## src/rtl/vafc_pkg.sv

```systemverilog
package vafc_pkg;
  localparam int VA_W      = 64;
  localparam int TB_W      = $clog2(VA_W);
  localparam int SZ_W      = TB_W + 1;
  localparam int MAX_STD   = 48;
  localparam int MAX_LARGE = 52;
  localparam int MIN_SMALL = VA_W - 48;
  localparam int MIN_BIG   = VA_W - 47;

  localparam logic [1:0] GRAN_4K  = 2'd0;
  localparam logic [1:0] GRAN_16K = 2'd1;
  localparam logic [1:0] GRAN_64K = 2'd2;

  typedef struct packed {
    logic       fault;
    logic       region;
    logic [1:0] gran;
    logic       hier_off;
    logic       uncached;
  } vafc_rsp_t;
endpackage

```

## src/rtl/vafc_region_rules.sv

```systemverilog
module vafc_region_rules
  import vafc_pkg::*;
(
  input  logic       [1:0] el,
  input  logic             region,
  input  logic             addr_bad,
  input  logic             host_ext,
  input  logic             t0_walk_off,
  input  logic             t1_walk_off,
  input  logic             t0_hier_off,
  input  logic             t1_hier_off,
  input  logic             hier_off,
  input  logic       [1:0] t0_inner,
  input  logic       [1:0] t1_inner,
  input  logic       [1:0] t0_gran,
  input  logic       [1:0] t1_gran,
  output vafc_rsp_t        rsp
);
  always_comb begin
    rsp.region   = region;
    rsp.gran     = region ? t1_gran : t0_gran;
    rsp.uncached = region ? (t1_inner == 2'd0) : (t0_inner == 2'd0);
    rsp.hier_off = region ? t1_hier_off : t0_hier_off;
    rsp.fault    = addr_bad;
    unique case (el)
      2'd0, 2'd1: begin
        rsp.fault = addr_bad | (region ? t1_walk_off : t0_walk_off);
      end
      2'd2: begin
        if (region) begin
          rsp.fault = addr_bad | ~host_ext | t1_walk_off;
        end else begin
          rsp.fault    = addr_bad | (host_ext & t0_walk_off);
          rsp.hier_off = host_ext ? t0_hier_off : hier_off;
        end
      end
      default: begin
        if (region) begin
          rsp.fault    = 1'b1;
          rsp.gran     = 2'd0;
          rsp.hier_off = 1'b0;
          rsp.uncached = 1'b0;
        end else begin
          rsp.hier_off = hier_off;
        end
      end
    endcase
  end
endmodule

```

## config.mk

```make
export PLATFORM = sky130hd
export DESIGN_NAME = vafc_region_rules
export DESIGN_NICKNAME = d
export VERILOG_FILES = /design/src/rtl/vafc_pkg.sv /design/src/rtl/vafc_region_rules.sv
export SDC_FILE = /design/constraint.sdc
export NUM_CORES = 1
export LEC_CHECK = 0
export ABC_AREA = 1
export CORE_AREA = 3 3 40 42
export DETAILED_ROUTE_END_ITERATION = 12
export DIE_AREA = 0 0 43 45
export DONT_BUFFER_PORTS = 1
export PLACE_DENSITY_LB_ADDON = 0.15
export SYNTH_ARGS = -nofsm -noshare
export SYNTH_HDL_FRONTEND = slang
export SYNTH_SLANG_ARGS = --single-unit
```

## constraint.sdc

```tcl
create_clock -name vclk -period 1.25
set_input_delay 0.125 -clock vclk [all_inputs]
set_output_delay 0.125 -clock vclk [all_outputs]
set_load 0.02 [all_outputs]
```

## After elaboration in Yosys (flattened, before gate mapping)

Cells that the tools add are included.

| word-level totals | value |
|---|---|
| bits of input ports | 18 |
| bits in registers | 0 |
| bits in latches | 0 |
| ROM bits | 0 |
| bits in writable memories | 0 |
| memories | 0 |
| output and inout bits | 6 |

| operators by class | value |
|---|---|
| div/mod/pow operators | 0 |
| multipliers | 0 |
| bitwise gates (word level) | 6 |
| muxes and demuxes | 15 |
| magnitude comparators | 0 |
| shift-type cells | 0 |
| reductions and logical operators | 5 |
| add/subtract/negate cells | 0 |
| eq/ne operators | 2 |

Operator list:

| cell | count |
|---|---|
| 1-bit two-way mux | 10 |
| 2-bit logical NOT | 3 |
| 2-bit two-way mux | 3 |
| 1-bit OR | 4 |
| 1-bit one-hot mux with 2 select lines | 2 |
| 3-bit OR reduction | 1 |
| 2-bit by 1-bit equality test with 1-bit output, second input constant | 1 |
| 2-bit equality test, second input constant | 1 |
| 2-bit OR reduction | 1 |
| 1-bit AND | 1 |
| 1-bit NOT | 1 |

## Logic depth before layout (Yosys ltp)

Gate-level depths: netlist (run 1).

| depth | value |
|---|---|
| depth in word-level cells | 5 |
| depth in mapped cells | 7 |
| mapped depth without buffers | 7 |

## Worst setup path before layout (run 1)

No wires, ideal clock.

| timing path | value |
|---|---|
| kind | input port to output port |
| start | input region |
| end | output rsp[0] (netlist bit) |
| path buffers | 1 |
| arrival time | 0.833 ns |
| cell stages on the path | 2 |
| slack | 0.292 ns |
| cells stage by stage | buf_6 -> o31ai_1 |

RTL lines:

| element | RTL line | source |
|---|---|---|
| start, declared | vafc_region_rules.sv:5 | `input logic region,` |
| end, declared | vafc_region_rules.sv:17 | `output vafc_rsp_t rsp` |

==> results of run 1 <==
-- stage by stage --
stage | instances | instance area, µm² | util
after floorplan | 38 | 213 | -
after global placement | 52 | 220 | 0.171
after detailed placement | 52 | 220 | 0.171
after CTS | 52 | 220 | 0.171
after global routing | 52 | 220 | 0.171
final | 52 | 220 | 0.171
-- final cells by class --
class              count  share of cell area
inverters              4              0.0909
multi-input cells     32               0.790
well taps             15              0.0852
repair buffers         1              0.0341
-- final timing paths --
kind | end | slack (ns) | cells past startpoint
min | rsp[4] | 0.25 | 0
max | rsp[0] | 0.52 | 4
-- layout by cell type (no fill, tap or decap) --
master / instances
a21oi_2: 1
buf_4: 1
a21oi_1: 1
inv_6: 1
o31ai_1: 1
nand2_2: 2
nand3_1: 4
nand2_4: 1
nor2_1: 2
o21ai_2: 1
inv_1: 3
nand3_2: 3
nand2_1: 15
nor2_2: 1
-- cells in the mapped netlist --
library cell,instances
inv_6,1
a21oi_1,1
a21oi_2,1
nand3_2,3
buf_6,1
nand2_2,2
nand2_4,1
nor2_2,1
buf_4,1
inv_1,3
nand2_1,15
o21ai_2,1
nand3_1,4
nor2_1,2
o31ai_1,1
-- power by group through the flow --
stage	Combinational (mW)	Clock, mW	Sequential, mW
2_1_floorplan	0.0736	0	0
3_3_place_gp	0.0724	0	0
3_5_place_dp	0.0725	0	0
4_1_cts	0.0726	0	0
5_1_grt	0.0796	0	0
6_report	0.0702	0	0
-- metal layers --
layer  up-vias  track usage  routed length (µm)
met3         0       0.0120                  80
met4         0            0                   0
met5         -            0                   0
li1        119            -                   -
met2        12        0.105                 269
met1        89       0.0810                 224
-- cell families (layout without fill, tap and decap cells) --
family	after synthesis	count (layout)	synth area share
and+or+nand+nor	28	28	0.676
buffers and inverters	6	5	0.182
AOI/OAI and AO/OA	4	4	0.141
==> impl_metrics.tcl, run 1 <==
set metrics [dict create \
    drv_cap 0 \
    drc 0 \
    clock.fmax_mhz 1380 \
    seq_area_frac_synth 0 \
    synthesis.area_um2 213 \
    swShare 0.657 \
    crit_chain "nand2_1 -> nand3_1 -> o31ai_1 -> buf_4" \
    hold_viol 0 \
    synth_area_per_cell_um2 5.60 \
    combPwrFrac 1.000 \
    drtIter0Drc 1 \
    seq_power_share 0 \
    coreArea_um2 1280 \
    crit_family "simple AND/OR/NAND/NOR gates" \
    hold_buffers 0 \
    grt_pass1_vias 225 \
    path_max_fanout 4 \
    grt_max_degree 10 \
    initial_core_util 0.166 \
    cts-resized-gates 0 \
    gp_congestion 0.607 \
    hold_start "region" \
    rows 13 \
    final.clkbuf_count 0 \
    fin_setup_tns_ns 0 \
    setup-violations-final 0 \
    hpwl_um 513 \
    total_power_uw 70.2 \
    port_buffers 0 \
    synth_cell_types 15 \
    synthTopCellsByArea "nand2_1 26%, nand3_2 14%, nand3_1 9.4%, nand2_2 5.9%, buf_6 5.3%" \
    yosysWarnings 0 \
    n_fill_cell 150 \
    vdd_ir_drop_max_uv 89.7 \
    cp.arrival_ns 0.60 \
    grt_overflow 0 \
    synth.top_cell.area_share 0.265 \
    die_w_um 43 \
    antenna_found_initial 0 \
    endpoint_kind "output port" \
    path_buf_inv 1 \
    multiInputGateArea_um2 174 \
    relSlewSlack 0.867 \
    critical_path_required_ns 1.12 \
    hold_slack_ns 0.250 \
    fin_nets 57 \
    wl_um 575 \
    drive_gt1_frac 0.297 \
    finalMaxSlewViolations 0 \
    slowest_stage "buf_4" \
    routed_via_density 4.23 \
    startpoint_type "input pin" \
    worst-setup-path-type "input pin to output port" \
    cellLeakagePower_nw 0.111 \
    track_usage 0.0597 \
    period_share 0.580 \
    setup_ws_ns 0.525 \
    seq_area_um2 0 \
    hp-class "input pin to output port" \
    p_switching_uw 46.1 \
    p_int_uw 24.1 \
    p_clk_frac 0 \
    cellPowerDensity_nw_per_um2 319 \
    synth_top_cell_by_area "nand2_1" \
    die_h_um 45 \
    post_cts_buffers 0 \
    syn_nets 56 \
    syn2layout_area_growth_pct 3.53 \
    cp-startpoint "el[1]" \
    ant_nets 0 \
    design.seq.count 0 \
    status "finished, final reports clean" \
    post_drt_wl_per_cell_um 11.1 \
    top_level_ports 24 \
    die_area_um2 1940 \
    max_stage_delay_ns 0.18 \
    first_pass_iters 4 \
    grt_pass1_wl_um 945 \
    period_minus_slack_ns 0.725 \
    worst_pin_slew_ns 0.199 \
    n_antenna_cell 0 \
    rsz0062_at_grt "no" \
    routed-via-count 220 \
    syn-instance-count 38 \
    place_ws_ns 0.502 \
]
Note: power is estimated with default switching activity, not from simulation.
==> run 2: changes to the inputs <==
==> constraint.sdc (replaced) <==
create_clock -name vclk -period 0.8
set_input_delay 0.08 -clock vclk [all_inputs]
set_output_delay 0.08 -clock vclk [all_outputs]
set_load 0.02 [all_outputs]
==> run 2 against run 1 <==
Net effect:
- combinational power up 52%
- wire length down 0.17%
- core utilization shrank 0.19 points
- sequential share of layout area stayed put
- via count decreased by 4.1%
- clock-buffer cell count stayed put
- die area is the same
- setup slack worse by 0.33 ns
- global-route usage down 0.50 points
- sequential cell count unchanged
- critical path type unchanged
==> impl_metrics.tcl, run 2 (synthesis results as in run 1) <==
set metrics [dict create \
    status "finished, final reports clean" \
    port_buffers 0 \
    setup-violations-final 0 \
    post_cts_buffers 0 \
    drv_cap 0 \
    rsz0062_at_grt "no" \
    hold_depth 0 \
    grt_max_degree 10 \
    worst_pin_slew_ns 0.454 \
    period_share 0.757 \
    syn2layout_area_growth_pct 2.35 \
    drc 0 \
    ant_nets 0 \
    final.clkbuf_count 0 \
    rows 13 \
    routed-via-count 211 \
    path_max_fanout 4 \
    die_h_um 45 \
    hold_viol 0 \
    vdd_ir_drop_max_uv 77.7 \
    wl_um 574 \
    endpoint_kind "output port" \
    top_level_ports 24 \
    routed_via_density 4.14 \
    finalMaxSlewViolations 0 \
    finish.instance_area_um2 218 \
    min_to "rsp[4]" \
    gp_congestion 0.676 \
    die_area_um2 1940 \
    seq_area_um2 0 \
    fin_nets 56 \
    final_common_cell "nand2_1" \
    drive_gt1_frac 0.306 \
    track_usage 0.0547 \
    cellPowerDensity_nw_per_um2 492 \
    hold_start "region" \
    grt_overflow 0 \
    hp-class "input pin to output port" \
    grt_pass1_vias 172 \
    antenna_found_initial 0 \
    cts-resized-gates 0 \
    period_minus_slack_ns 0.605 \
    cp.arrival_ns 0.53 \
    post_drt_wl_per_cell_um 11.3 \
    design.seq.count 0 \
    startpoint_type "input pin" \
    place_area_um2 218 \
    fin_setup_tns_ns 0 \
    drtIter0Drc 0 \
    cp-startpoint "el[1]" \
    hold_buffers 0 \
    hpwl_um 527 \
    final_cell_mix "15 x nand2_1, 4 x nand3_1, 3 x inv_1, 3 x nand3_2" \
    n_fill_cell 151 \
    n_antenna_cell 0 \
    worst-setup-path-type "input pin to output port" \
    coreArea_um2 1280 \
    cellLeakagePower_nw 0.108 \
    clock.fmax_mhz 1650 \
    grt_pass1_wl_um 848 \
    initial_core_util 0.166 \
    relSlewSlack 0.696 \
    critical_path_required_ns 0.72 \
    first_pass_iters 1 \
    die_w_um 43 \
]
[run 2: cell types whose count changed in the layout (fill, tap and decap cells not counted)]
cell / delta
o31ai_1: -1
o31ai_2: +1
buf_4: -1
[run 2: layout make-up]
type,instances,area [µm²],area share
well taps,15,18.8,0.0862
inverters,4,20.0,0.0920
multi-input cells,32,179,0.822
[run 2: per-layer routing]
| metal | share of wire | up-vias | track usage |
|---|---|---|---|
| li1 | - | 118 | - |
| met1 | 0.35 | 84 | 0.0714 |
| met2 | 0.51 | 9 | 0.0868 |
| met3 | 0.14 | 0 | 0.0279 |
| met4 | 0 | 0 | 0 |
| met5 | 0 | - | 0 |
[run 2: power breakdown]
group          leakage [nW]  switching [mW]  total [mW]  internal, mW
sequential                0               0           0             0
clock                     0               0           0             0
combinational         0.108          0.0723       0.107        0.0348
[run 2: worst max-delay path by stage]
| stage | to | cells past startpoint |
|---|---|---|
| 2_1_floorplan | rsp[0] | 2 |
| 3_3_place_gp | rsp[1] | 4 |
| 3_5_place_dp | rsp[1] | 4 |
| 4_1_cts | rsp[1] | 4 |
| 5_1_grt | rsp[1] | 4 |
| 6_report | rsp[1] | 4 |
[run 2: worst max-delay path, stage by stage]
cell and delay (ns):
nand2_1 0.10, nor2_2 0.14, a21oi_2 0.03, nand2_1 0.18
[run 2: per-stage QoR]
step                      hold slack [ns]  setup slack, ns   util  std cells  total power [mW]
final                               0.161            0.195  0.169         51             0.107
after global routing                0.160            0.128  0.169         51             0.119
after CTS                           0.160            0.183  0.169         51             0.110
after detailed placement            0.160            0.186  0.169         51             0.109
after global placement              0.160            0.189  0.169         51             0.110
after floorplan                     0.242           0.0870      -         38             0.117
